**config.mk**
```make
export PLATFORM = sky130hd
export DESIGN_NAME = gpio_bank
export DESIGN_NICKNAME = d
export VERILOG_FILES = /design/src/rtl/gpio_bank_pkg.sv /design/src/rtl/gpio_bank_sync.sv /design/src/rtl/gpio_bank_regs.sv /design/src/rtl/gpio_bank_irq.sv /design/src/rtl/gpio_bank.sv
export SDC_FILE = /design/constraint.sdc
export NUM_CORES = 1
export LEC_CHECK = 0
export ABC_AREA = 1
export ABC_CLOCK_PERIOD_IN_PS = 1500
export BUFFER_PORTS_ARGS = -buffer_cell sky130_fd_sc_hd__buf_2
export CORE_MARGIN = 10
export CORE_UTILIZATION = 51
export CTS_CLUSTER_SIZE = 16
export DETAILED_ROUTE_END_ITERATION = 10
export GPL_TIMING_DRIVEN = 0
export PLACE_DENSITY = 0.8
export SETUP_SLACK_MARGIN = 0.3
export SYNTH_ARGS = -nofsm -noshare
export SYNTH_HDL_FRONTEND = slang
export SYNTH_SLANG_ARGS = --single-unit
```
**constraint.sdc**
```tcl
create_clock -name clk -period 1.5 [get_ports clk]
set_input_delay 0.225 -clock clk [delete_from_list [all_inputs] [get_ports clk]]
set_output_delay 0.225 -clock clk [all_outputs]
set_load 0.05 [all_outputs]
```
**src/rtl/gpio_bank_pkg.sv**
```systemverilog
package gpio_bank_pkg;

    localparam int GPIO_PINS  = 16;
    localparam int GPIO_HALF  = GPIO_PINS / 2;
    localparam int BUS_DW     = 32;
    localparam int BUS_AW     = 5;

    localparam logic [BUS_AW-1:0] OFS_DIR  = 5'h00;
    localparam logic [BUS_AW-1:0] OFS_OUT  = 5'h08;
    localparam logic [BUS_AW-1:0] OFS_PIN  = 5'h0C;
    localparam logic [BUS_AW-1:0] OFS_IEN  = 5'h10;
    localparam logic [BUS_AW-1:0] OFS_CTL  = 5'h14;

    // control register: bit1 soft reset, bit0 clock enable
    typedef struct packed {
        logic soft_rst;
        logic clk_en;
    } bank_ctl_t;

    localparam bank_ctl_t CTL_POR = '{soft_rst: 1'b1, clk_en: 1'b0};

    // masked update: upper half-word selects pins, lower half-word gives values
    function automatic logic [GPIO_PINS-1:0] masked_merge(
        input logic [GPIO_PINS-1:0] cur,
        input logic [BUS_DW-1:0]    word
    );
        logic [GPIO_PINS-1:0] sel;
        sel = word[BUS_DW-1:GPIO_PINS];
        return (cur & ~sel) | (word[GPIO_PINS-1:0] & sel);
    endfunction

endpackage

```
**src/rtl/gpio_bank_sync.sv**
```systemverilog
module gpio_bank_sync #(
    parameter int WIDTH  = 16,
    parameter int STAGES = 2
) (
    input  logic             clk,
    input  logic             rst,
    input  logic [WIDTH-1:0] d_async,
    output logic [WIDTH-1:0] q_sync
);
    logic [WIDTH-1:0] chain [STAGES];

    for (genvar s = 0; s < STAGES; s++) begin : g_stage
        always_ff @(posedge clk) begin
            if (rst)
                chain[s] <= '0;
            else if (s == 0)
                chain[s] <= d_async;
            else
                chain[s] <= chain[(s == 0) ? 0 : s-1];
        end
    end

    assign q_sync = chain[STAGES-1];
endmodule

```
**src/rtl/gpio_bank_regs.sv**
```systemverilog
module gpio_bank_regs
    import gpio_bank_pkg::*;
(
    input  logic                 clk,
    input  logic                 rst,
    input  logic                 bus_wr,
    input  logic [BUS_AW-1:0]    bus_addr,
    input  logic [BUS_DW-1:0]    bus_wdata,
    input  logic [GPIO_PINS-1:0] pin_state,
    output logic [BUS_DW-1:0]    bus_rdata,
    output logic [GPIO_PINS-1:0] dir_q,
    output logic [GPIO_PINS-1:0] out_q,
    output logic [GPIO_PINS-1:0] ien_q,
    output bank_ctl_t            ctl_q
);
    logic wr_dir, wr_out, wr_ien, wr_ctl;
    logic hold_clear;
    bank_ctl_t ctl_wr_val;

    always_comb begin
        wr_dir     = bus_wr && (bus_addr == OFS_DIR);
        wr_out     = bus_wr && (bus_addr == OFS_OUT);
        wr_ien     = bus_wr && (bus_addr == OFS_IEN);
        wr_ctl     = bus_wr && (bus_addr == OFS_CTL);
        ctl_wr_val = bank_ctl_t'(bus_wdata[1:0]);
        // clear on the same edge that sets soft reset
        hold_clear = ctl_q.soft_rst || (wr_ctl && ctl_wr_val.soft_rst);
    end

    always_ff @(posedge clk) begin
        if (rst)
            ctl_q <= CTL_POR;
        else if (wr_ctl)
            ctl_q <= ctl_wr_val;
    end

    always_ff @(posedge clk) begin
        if (rst || hold_clear) begin
            dir_q <= '0;
            out_q <= '0;
            ien_q <= '0;
        end else begin
            if (wr_dir)
                dir_q <= bus_wdata[GPIO_PINS-1:0];
            if (wr_out)
                out_q <= masked_merge(out_q, bus_wdata);
            if (wr_ien)
                ien_q <= bus_wdata[GPIO_PINS-1:0];
        end
    end

    always_comb begin
        unique case (bus_addr)
            OFS_DIR: bus_rdata = {{(BUS_DW-GPIO_PINS){1'b0}}, dir_q};
            OFS_OUT: bus_rdata = {{(BUS_DW-GPIO_PINS){1'b0}}, out_q};
            OFS_PIN: bus_rdata = {{(BUS_DW-GPIO_PINS){1'b0}}, pin_state};
            OFS_IEN: bus_rdata = {{(BUS_DW-GPIO_PINS){1'b0}}, ien_q};
            OFS_CTL: bus_rdata = {{(BUS_DW-2){1'b0}}, ctl_q};
            default: bus_rdata = '0;
        endcase
    end
endmodule

```
**src/rtl/gpio_bank_irq.sv**
```systemverilog
module gpio_bank_irq
    import gpio_bank_pkg::*;
#(
    parameter bit SHARED_EN_LOW = 1'b0
) (
    input  logic                 clk,
    input  logic                 rst,
    input  logic                 clk_en,
    input  logic [GPIO_PINS-1:0] sync_in,
    input  logic [GPIO_PINS-1:0] ien,
    output logic [GPIO_PINS-1:0] pin_state,
    output logic [GPIO_HALF-1:0] irq_pin,
    output logic                 irq_shared
);
    logic [GPIO_HALF-1:0] shared_en;
    logic                 shared_next;

    always_comb begin
        shared_en   = SHARED_EN_LOW ? ien[GPIO_HALF-1:0] : ien[GPIO_PINS-1:GPIO_HALF];
        shared_next = |(sync_in[GPIO_PINS-1:GPIO_HALF] & shared_en);
    end

    always_ff @(posedge clk) begin
        if (rst) begin
            pin_state  <= '0;
            irq_shared <= 1'b0;
        end else if (clk_en) begin
            pin_state  <= sync_in;
            irq_shared <= shared_next;
        end
    end

    assign irq_pin = pin_state[GPIO_HALF-1:0];
endmodule

```
**src/rtl/gpio_bank.sv**
```systemverilog
module gpio_bank
    import gpio_bank_pkg::*;
#(
    parameter bit SHARED_EN_LOW = 1'b0,
    parameter int SYNC_STAGES   = 2
) (
    input  logic        clk,
    input  logic        rst,
    input  logic        bus_wr,
    input  logic [4:0]  bus_addr,
    input  logic [31:0] bus_wdata,
    output logic [31:0] bus_rdata,
    input  logic [15:0] pad_in,
    output logic [15:0] pad_oe,
    output logic [15:0] pad_out,
    output logic [7:0]  irq_pin,
    output logic        irq_shared
);
    logic [GPIO_PINS-1:0] sync_in;
    logic [GPIO_PINS-1:0] pin_state;
    logic [GPIO_PINS-1:0] dir_q, out_q, ien_q;
    bank_ctl_t            ctl_q;
    logic                 blk_rst, clk_en;

    gpio_bank_sync #(.WIDTH(GPIO_PINS), .STAGES(SYNC_STAGES)) u_sync (
        .clk     (clk),
        .rst     (rst),
        .d_async (pad_in),
        .q_sync  (sync_in)
    );

    gpio_bank_regs u_regs (
        .clk       (clk),
        .rst       (rst),
        .bus_wr    (bus_wr),
        .bus_addr  (bus_addr),
        .bus_wdata (bus_wdata),
        .pin_state (pin_state),
        .bus_rdata (bus_rdata),
        .dir_q     (dir_q),
        .out_q     (out_q),
        .ien_q     (ien_q),
        .ctl_q     (ctl_q)
    );

    assign blk_rst = ctl_q.soft_rst;
    assign clk_en  = ctl_q.clk_en;

    gpio_bank_irq #(.SHARED_EN_LOW(SHARED_EN_LOW)) u_irq (
        .clk        (clk),
        .rst        (rst),
        .clk_en     (clk_en),
        .sync_in    (sync_in),
        .ien        (ien_q),
        .pin_state  (pin_state),
        .irq_pin    (irq_pin),
        .irq_shared (irq_shared)
    );

    assign pad_oe  = dir_q;
    assign pad_out = out_q;
endmodule

```
# Yosys cells after proc, flatten, opt, wreduce, memory -nomap -nowiden
# Memory sizes are Yosys's and may differ from the RTL's.
# Index checks and enable logic that the tools add are counted.
# classes
add_sub_neg	0
multipliers	0
n_div	0
order_cmp	0
n_eq_ne	4
n_shift	0
mux	6
bitwise_logic	7
n_reduce_logical	9
# op_table
operator	n
one-hot mux 16 bit (5 select lines)	1
bitwise AND 16 bit	2
two-way mux 16 bit	2
NOT 16 bit	1
bitwise OR 16 bit	1
equality test 5 x 4 -> 1 bit (second input constant)	2
equality test 5 bit (second input constant)	2
bitwise AND 8 bit	1
OR reduction 8 bit	1
logical AND 1 bit	5
zero test 5 bit	1
two-way mux 1 bit	3
logical OR 1 bit	2
bitwise OR 1 bit	2
# word_totals
regBits	67
latch_bits	0
ram_bits	32
rom_bits	0
inputBits	56
out_inout_bits	73
elab_cells	34
mem_count	1
# mem_list
memory	words	width	rd	rd_ports_with_merged_regs	write_ports	line	source
u_sync.chain	2	16	2	0	2	gpio_bank_sync.sv:10	logic [WIDTH-1:0] chain [STAGES];

# Longest topological paths before layout
# Gate-level depths: netlist of the first run.
# depth
depth_word	5
depth_mapped	9
mapped_depth_nobuf	7

# Cells and area by module
# From an unflattened synthesis of the first run, not the netlist that was laid out.
# unflattened
cells_unflattened	564
area_unflattened_um2	4319.1
# by_module_without_submodules
module	instances	cells_per_inst	area_per_inst_um2
gpio_bank_regs	1	367	2603.7
gpio_bank_sync	1	99	914.6
gpio_bank_irq	1	98	800.8

# Worst setup path before layout of the first run
# OpenSTA, ideal clock, no wires.
# synth_path
path_kind	in2out
from	input port bus_addr[4]
to	output port bus_rdata[0]
arrival_time_ns	1.624
t_required_ns	1.275
setup_slack_ns	-0.349
cell_stages	5
n_path_buf	0
cell_sequence	inv_1 > nand2_1 > inv_1 > nand3_1 > o21ai_0
# synth_between
elab_chain_len	2
word_cells_on_any_way	6
# synth_lines
item	line	source
start: declaration	gpio_bank.sv:10	input logic [4:0] bus_addr,
equality test 5 bit (tied with other cells)	gpio_bank_regs.sv:53	unique case (bus_addr)
one-hot mux 16 bit (5 select lines) (*)	gpio_bank_regs.sv:53	
end: declaration	gpio_bank.sv:12	output logic [31:0] bus_rdata,
# Every way passes the cells marked *; elsewhere a longest branch is shown, timed or not.

# Final worst setup path of the first run
# layout_path
from	input port bus_addr[3]
to	output port bus_rdata[14]
# Same word-level chain as after synthesis.

==> results.toml, run 1 <==
[cells_and_area]
final_cell_mix = "130 x nand2_1, 79 x dfxtp_1, 62 x nor2_1"
syn_to_final_growth_pct = 42.6
final_common_cell = "nand2_1"
fin_util_pct = 75.9
drive_above_1_share_pct = 34.8
fin_nets = 769
diodes = 0
fillers = 544

[timing]
drv_slew = 0
fmax_mhz = 656
setup_ws_ns = -0.0250
fin_crit_sh_pct = 102
setup_viol = 9
fin_skew_ns = 0.0130
rsz0062_at_grt = "true"
slew_headroom_pct = 60.5
final.min_clock_period_ns = 1.52
finalHoldViolCount = 0
worst_pin_slew_ns = 0.592

[pwr]
ir_drop_mv = 0.566
power_density_nw_per_um2 = 846
leakage_nw = 2.58

[synthesis]
syn_area_um2 = 4180
yosysWarningCount = 0
synth_cells = 558
yosysUniqueCellTypes = 25
ys_ff_latch = 99
ys_seq_area_share_pct = 47.4
syn_area_per_cell_um2 = 7.49

[drt]
routedWlPerCell_um = 16.9
viasPerCell = 5.40
dr.first_iter.drc_count = 376
ant_nets = 0
num_vias = 4426
dr.pass1.iters = 9
drc = 0
wl_um = 13800

[global_routing]
track_usage_pct = 20.8
antenna_found_initial = 0
grt_max_degree = 17
grt_overflow = 0
grt_pass1_wl_um = 21400
grt_pass1_vias = 4214

[job]
maxCapViolations = 0

[floorplanning]
dieHeight_um = 111
die_w_um = 111
die_area_um2 = 12200
start_util_pct = 53.2
row_count = 32
ioPinCount = 129
design.core.area_um2 = 7850

[worst_setup_path]
critical_path.max_fanout = 10
end_kind = "output port"
required_ns = 1.27
worstPathArrival_ns = 1.30
crit_path_start_kind = "input port"
critPathKind = "in -> out"

[worst_hold_path]
hold_class = "in -> reg"

[run_status]
failed_checks = "setup timing"
status = "complete, but fails checks"

[clocking]
clock_path_buffers = 2
cts_buffers = 9
cts_root_buffer = "clkbuf_8"
clk_pin_slew_ns = 0.09
clock_latency_ns = 0.38
clkSinkCount = 99
cts_tree = "built"
htree_num_levels = 3

[placement]
gp_congestion = 0.885
place_ws_ns = -0.428
dp_hpwl_um = 9300
portBuffers = 109
==> power by group <==
group | switching [mW] | internal [mW]
Sequential | 0.0150 | 2.67
Clock | 0.931 | 0.953
Combinational | 0.301 | 0.169
==> worst max-delay path: stages <==
cell	delay, ns
buf_2	0.14
nor2_4	0.11
nand2_2	0.09
nor2_4	0.19
buf_8	0.18
nand2_1	0.06
nand4_1	0.11
buf_6	0.18
==> cell usage after synthesis (all sizes together) <==
cell type | number | area share [%]
nand2 | 147 | 14
dfxtp | 99 | 47
nor2 | 69 | 7.0
a21oi | 53 | 6.3
nand4 | 45 | 6.7
buf | 43 | 7.7
inv | 42 | 3.8
nand3 | 21 | 2.6
o21ai | 20 | 2.4
clkbuf | 13 | 1.2
clkinv | 2 | 0.21
a22o | 1 | 0.21
conb | 1 | 0.090
nor3 | 1 | 0.39
o211ai | 1 | 0.18
==> what timing repair did <==
action                                  CTS  global route
pin swaps                                14             6
buffers inserted                         14             4
endpoints found under the setup margin   79            78
hold buffers                              0             0
cloned                                    1             1
hold endpoints to repair                  0             0
gates resized for setup                 139            63
==> per-layer routing <==
metal  track usage [%]  vias up  wire, um
met5                 0        -         0
met4              8.72        0       437
met3              6.10       48      1590
met2              34.7      288      6710
met1              24.3     2012      5090
li1                  -     2078         -
==> kinds of logic (layout without fill, tap and decap cells) <==
group                  after synthesis  after routing  share of synthesized area [%]
AO/OA/AOI/OAI                       75             75                           9.13
buffers and inverters              100            245                           12.8
other                                1             16                         0.0898
AND/OR/NAND/NOR                    283            283                           30.5
flip-flops                          99             99                           47.4
==> through the flow <==
stage | TNS (ns) | hold slack (ns) | cell area [um^2] | power, mW | cells
2_1_floorplan | -0.446 | 0.332 | 4300 | 3.01 | 573
3_3_place_gp | -6.55 | 0.393 | 4980 | 3.15 | 784
3_5_place_dp | -7.18 | 0.393 | 4980 | 3.15 | 784
4_1_cts | -0.0184 | 0.0418 | 5730 | 5.03 | 815
5_1_grt | -0.597 | 0.0486 | 5960 | 5.19 | 820
6_report | -0.0908 | 0.0530 | 5960 | 5.04 | 820
==> layout make-up <==
cell class                      count  area, um^2  share of cell area, %
Sequential cell                    99        2010                   33.7
Tap cell                          102         128                   2.14
Timing Repair Buffer              129        1130                   18.9
Inverter                           44         174                   2.92
Multi-Input combinational cell    374        1800                   30.2
Clock buffer                       11         131                   2.21
Clock inverter                      5        86.3                   1.45
Buffer                             56         498                   8.36
==> final timing paths <==
| kind | slack [ns] | end | start | depth (start not counted) |
|---|---|---|---|---|
| max | -0.02 | bus_rdata[14] | bus_addr[3] | 8 |
| min | 0.05 | u_sync.chain[0][13]$_SDFF_PP0_ | pad_in[13] | 3 |
| max reg2reg | 0.40 | u_irq.pin_state[13]$_SDFFE_PP0P_ | u_regs.ctl_q[0]$_SDFFE_PP0P_ | 5 |
| min reg2reg | 0.40 | u_sync.chain[1][1]$_SDFF_PP0_ | u_sync.chain[0][1]$_SDFF_PP0_ | 2 |
Power figures use the tool's default switching activity.
==> run 2, diff against run 1 <==
--- a/config.mk
+++ b/config.mk
@@ -14,6 +14,7 @@
 export DETAILED_ROUTE_END_ITERATION = 10
 export GPL_TIMING_DRIVEN = 0
 export PLACE_DENSITY = 0.8
+export RECOVER_POWER = 50
 export SETUP_SLACK_MARGIN = 0.3
 export SYNTH_ARGS = -nofsm -noshare
 export SYNTH_HDL_FRONTEND = slang
==> results.toml, run 2 (synthesis results as in run 1) <==
[run_status]
status = "complete, but fails checks"
failed_checks = "setup timing"

[timing]
fmax_mhz = 657
setup_ws_ns = -0.0227
fin_crit_sh_pct = 102
rsz0062_at_grt = "true"
finalHoldViolCount = 0
fin_skew_ns = 0.0145
slew_headroom_pct = 60.4
drv_slew = 0
setup_viol = 7
final.min_clock_period_ns = 1.52
worst_pin_slew_ns = 0.593

[clocking]
cts_buffers = 9
clock_path_buffers = 2
cts_tree = "built"
htree_num_levels = 3
cts_root_buffer = "clkbuf_8"
clk_pin_slew_ns = 0.09
clock_latency_ns = 0.38
clkSinkCount = 99
cts_hold_buf = 0

[pwr]
comb_power_share_pct = 9.3
leakage_nw = 2.58
power_density_nw_per_um2 = 846
p_int_mw = 3.79
ir_drop_mv = 0.565
power_frac_seq_pct = 53.3
switching_share_pct = 24.7
p_sw_mw = 1.25
clkPwrFrac_pct = 37.4

[global_routing]
grt_overflow = 0
grt_max_degree = 17
grt_pass1_vias = 4214
antenna_found_initial = 0
track_usage_pct = 20.8
grt_pass1_wl_um = 21400

[worst_hold_path]
hold_class = "in -> reg"

[job]
maxCapViolations = 0

[cells_and_area]
final_common_cell = "nand2_1"
fin_util_pct = 75.8
fin_area_um2 = 5950
fin_nets = 769
diodes = 0
final_cells = 820
final_cell_mix = "130 x nand2_1, 79 x dfxtp_1, 62 x nor2_1"
syn_to_final_growth_pct = 42.4
drive_above_1_share_pct = 34.7

[floorplanning]
design.core.area_um2 = 7850
ioPinCount = 129
die_area_um2 = 12200
start_util_pct = 53.2
dieHeight_um = 111
row_count = 32
die_w_um = 111

[drt]
num_vias = 4450
dr.pass1.iters = 6
ant_nets = 0
dr.first_iter.drc_count = 375
wl_um = 13800
drc = 0
routedWlPerCell_um = 16.9
viasPerCell = 5.43

[placement]
dpl_cell_area_um2 = 4980
portBuffers = 109
gp_congestion = 0.885
dpl.cell_count = 784
dp_hpwl_um = 9300

[worst_setup_path]
required_ns = 1.27
critPathKind = "in -> out"
end_kind = "output port"
critical_path.max_fanout = 10
worstPathArrival_ns = 1.30
crit_path_start_kind = "input port"
-- run 2: area by class of cell --
| cell class | count | area, um^2 |
|---|---|---|
| buffer | 56 | 498 |
| clock buffer | 11 | 131 |
| clock inverter | 5 | 86.3 |
| fill | 545 | 1900 |
| inverter | 44 | 174 |
| multi-input combinational | 374 | 1800 |
| sequential | 99 | 2010 |
| tap | 102 | 128 |
| timing repair buffer | 129 | 1130 |
-- run 2: worst max-delay path, stage by stage --
cell,delay [ns]
buf_4,0.15
inv_2,0.06
nand2_2,0.08
inv_2,0.10
clkbuf_8,0.16
nand4_1,0.17
nand4_1,0.17
buf_6,0.18
-- run 2: timing repair --
item                                   CTS  global route
endpoints found under the hold margin    0             0
buffers inserted                        14             4
resized for setup                      139            63
pin swaps                               14             6
setup endpoints to repair               79            78
gates cloned                             1             1
-- run 2: per-stage QoR --
step / TNS [ns] / setup WS, ns / hold WS (ns) / total power, mW
final: -0.0958 / -0.0227 / 0.0535 / 5.04
after global routing: -0.597 / -0.0659 / 0.0486 / 5.19
after CTS: -0.0184 / -0.0102 / 0.0418 / 5.03
after detailed placement: -7.18 / -0.428 / 0.393 / 3.15
after global placement: -6.55 / -0.388 / 0.393 / 3.15
after floorplan: -0.446 / -0.0552 / 0.332 / 3.01
-- run 2: layer usage --
metal  global-route usage [%]  vias up  share of wire (%)
li1                         -     2084                  -
met1                     24.3     1961                 36
met2                     34.7      341                 48
met3                     6.10       64                 12
met4                     8.72        0                3.6
met5                        0        -                  0
-- run 2: power by group through the flow --
stage	Sequential (mW)	Clock, mW	Combinational (mW)
floorplan	2.74	0	0.270
global placement	2.75	0	0.403
detailed placement	2.75	0	0.409
CTS	2.69	1.90	0.448
global route	2.69	2.00	0.502
finish	2.68	1.88	0.470
-- run 2: worst paths after layout --
| kind | endpoint | cells after the start | start | slack, ns |
|---|---|---|---|---|
| worst max register to register | u_irq.pin_state[13]$_SDFFE_PP0P_ | 5 | u_regs.ctl_q[0]$_SDFFE_PP0P_ | 0.17 |
| worst min register to register | u_sync.chain[1][1]$_SDFF_PP0_ | 2 | u_sync.chain[0][1]$_SDFF_PP0_ | 0.40 |
| worst min-delay path | u_sync.chain[0][13]$_SDFF_PP0_ | 3 | pad_in[13] | 0.05 |
| worst max-delay path | bus_rdata[4] | 8 | bus_addr[4] | -0.02 |
==> run 3, diff against run 2 <==
--- a/config.mk
+++ b/config.mk
@@ -6,7 +6,7 @@
 export NUM_CORES = 1
 export LEC_CHECK = 0
 export ABC_AREA = 1
-export ABC_CLOCK_PERIOD_IN_PS = 1500
+export ABC_CLOCK_PERIOD_IN_PS = 1440
 export BUFFER_PORTS_ARGS = -buffer_cell sky130_fd_sc_hd__buf_2
 export CORE_MARGIN = 10
 export CORE_UTILIZATION = 51
==> constraint.sdc (replaced) <==
create_clock -name clk -period 1.44 [get_ports clk]
set_input_delay 0.216 -clock clk [delete_from_list [all_inputs] [get_ports clk]]
set_output_delay 0.216 -clock clk [all_outputs]
set_load 0.05 [all_outputs]
==> results.toml, run 3 (synthesis results as in run 1) <==
[global_routing]
grt_pass1_wl_um = 22100
track_usage_pct = 21.5
grt_overflow = 0
grt_max_degree = 17
grt_pass1_vias = 4311
antenna_found_initial = 0

[cells_and_area]
final_common_cell = "nand2_1"
syn_to_final_growth_pct = 52.2
final_cells = 833
fin_nets = 782
fin_area_um2 = 6360
multiInputGateArea_um2 = 1940
drive_above_1_share_pct = 41.7
final_cell_mix = "119 x nand2_1, 61 x nor2_1, 59 x dfxtp_1"
fillers = 405
ff_latch_area_um2 = 2050
diodes = 0

[worst_setup_path]
cpMaxStageDelayCell = "nor2_4"
cpMostUsedCell = "buf_6"
r2r_start = "u_regs.ctl_q[0]$_SDFFE_PP0P_"
critPathLaunch = "bus_addr[1]"
worstReg2RegEnd = "u_irq.pin_state[13]$_SDFFE_PP0P_"
critPathKind = "in -> out"
reg2reg_depth = 6
crit_path_start_kind = "input port"
worstPathArrival_ns = 1.42
critPathMaxStageDelay_ns = 0.20
required_ns = 1.22
r2r_setup_slack_ns = 0.03
critical_path.max_fanout = 10
cp_cell_sequence = "buf_8, nor2_8, nand2_2, nor2_4, buf_6, nand2_1, nand4_1, buf_6"
end_kind = "output port"

[clocking]
cts_hold_buf = 0
cts_root_buffer = "clkbuf_8"
clkSinkCount = 99
cts_buffers = 9
htree_num_levels = 3
clk_pin_slew_ns = 0.09
clock_path_buffers = 2
cts_tree = "built"
clock_latency_ns = 0.39

[placement]
gp_congestion = 0.885
portBuffers = 109
dp_hpwl_um = 9300
dpl_cell_area_um2 = 4980
dpl.cell_count = 784

[timing]
rsz0062_at_grt = "true"
setup_ws_ns = -0.194
fin_skew_ns = 0.0227
slew_headroom_pct = 52.7
setup_viol = 16
drv_slew = 0
finalHoldViolCount = 0
fin_crit_sh_pct = 113
final.min_clock_period_ns = 1.63
worst_pin_slew_ns = 0.710
fmax_mhz = 612

[run_status]
status = "complete, but fails checks"
failed_checks = "setup timing"

[pwr]
p_int_mw = 3.95
switching_share_pct = 26.1
power_density_nw_per_um2 = 841
comb_power_share_pct = 10.0
power_frac_seq_pct = 52.1
p_sw_mw = 1.40
leakage_nw = 2.79
ir_drop_mv = 0.547
power.total_mw = 5.35
clkPwrFrac_pct = 37.9

[drt]
ant_nets = 0
dr.pass1.iters = 8
drc = 0
routedWlPerCell_um = 21.7
dr.first_iter.drc_count = 634
wl_um = 18100
num_vias = 4937
viasPerCell = 5.93

[floorplanning]
design.core.area_um2 = 7850
die_w_um = 111
die_area_um2 = 12200
row_count = 32
start_util_pct = 53.2
ioPinCount = 129
dieHeight_um = 111

[worst_hold_path]
hp-start = "pad_in[13]"
hold_class = "in -> reg"
worstHoldEndpoint = "u_sync.chain[0][13]$_SDFF_PP0_"
whs_path_depth = 3

[job]
maxCapViolations = 0
==> run 3: worst max-delay path by stage <==
stage	slack, ns	cells after the start	end
finish	-0.19	8	bus_rdata[6]
global route	-0.21	8	bus_rdata[8]
detailed placement	-0.47	8	bus_rdata[4]
CTS	-0.05	9	bus_rdata[15]
floorplan	-0.1	7	bus_rdata[10]
global placement	-0.43	8	bus_rdata[2]
==> run 3: cell type report <==
type                    instances  area share [%]
flip-flops and latches         99            32.2
multi-input cells             374            30.6
repair buffers                142            21.0
plain buffers                  56            7.87
inverters                      44            2.91
clock buffers                  11            2.07
well taps                     102            2.01
clock inverters                 5            1.36
==> run 3: metrics by stage <==
| stage | setup WS [ns] | util, % | hold slack (ns) | setup TNS [ns] |
|---|---|---|---|---|
| floorplan | -0.0972 | - | 0.323 | -0.905 |
| global placement | -0.430 | 63.4 | 0.393 | -8.34 |
| detailed placement | -0.470 | 63.4 | 0.393 | -9.15 |
| CTS | -0.0497 | 75.4 | 0.0328 | -0.372 |
| global route | -0.213 | 81.0 | 0.0397 | -3.28 |
| finish | -0.194 | 81.0 | 0.0384 | -2.12 |
==> run 3: power by group through the flow <==
stage | registers, mW | logic [mW] | clock network (mW)
floorplan | 2.86 | 0.281 | 0
global placement | 2.86 | 0.420 | 0
detailed placement | 2.86 | 0.426 | 0
CTS | 2.80 | 0.468 | 1.98
global route | 2.79 | 0.566 | 2.11
finish | 2.79 | 0.537 | 2.02
==> run 3: layer usage <==
metal | track usage [%] | up-vias | share of wire, %
met5 | 0 | - | 0
met4 | 9.07 | 0 | 7.5
met3 | 6.43 | 145 | 13
met2 | 36.5 | 494 | 47
met1 | 24.6 | 2195 | 33
li1 | - | 2103 | -
==> run 3: critical path: cells and delay by family <==
family	cells	cell delay, ns
AND/OR/NAND/NOR	5	0.70
buffers and inverters	3	0.49
==> run 3: what timing repair did <==
| item | 4_1_cts | 5_1_grt |
|---|---|---|
| cloned | 1 | 2 |
| buffers inserted | 15 | 15 |
| resized for setup | 210 | 95 |
| pin swaps | 14 | 24 |
| endpoints found under the setup margin | 90 | 91 |
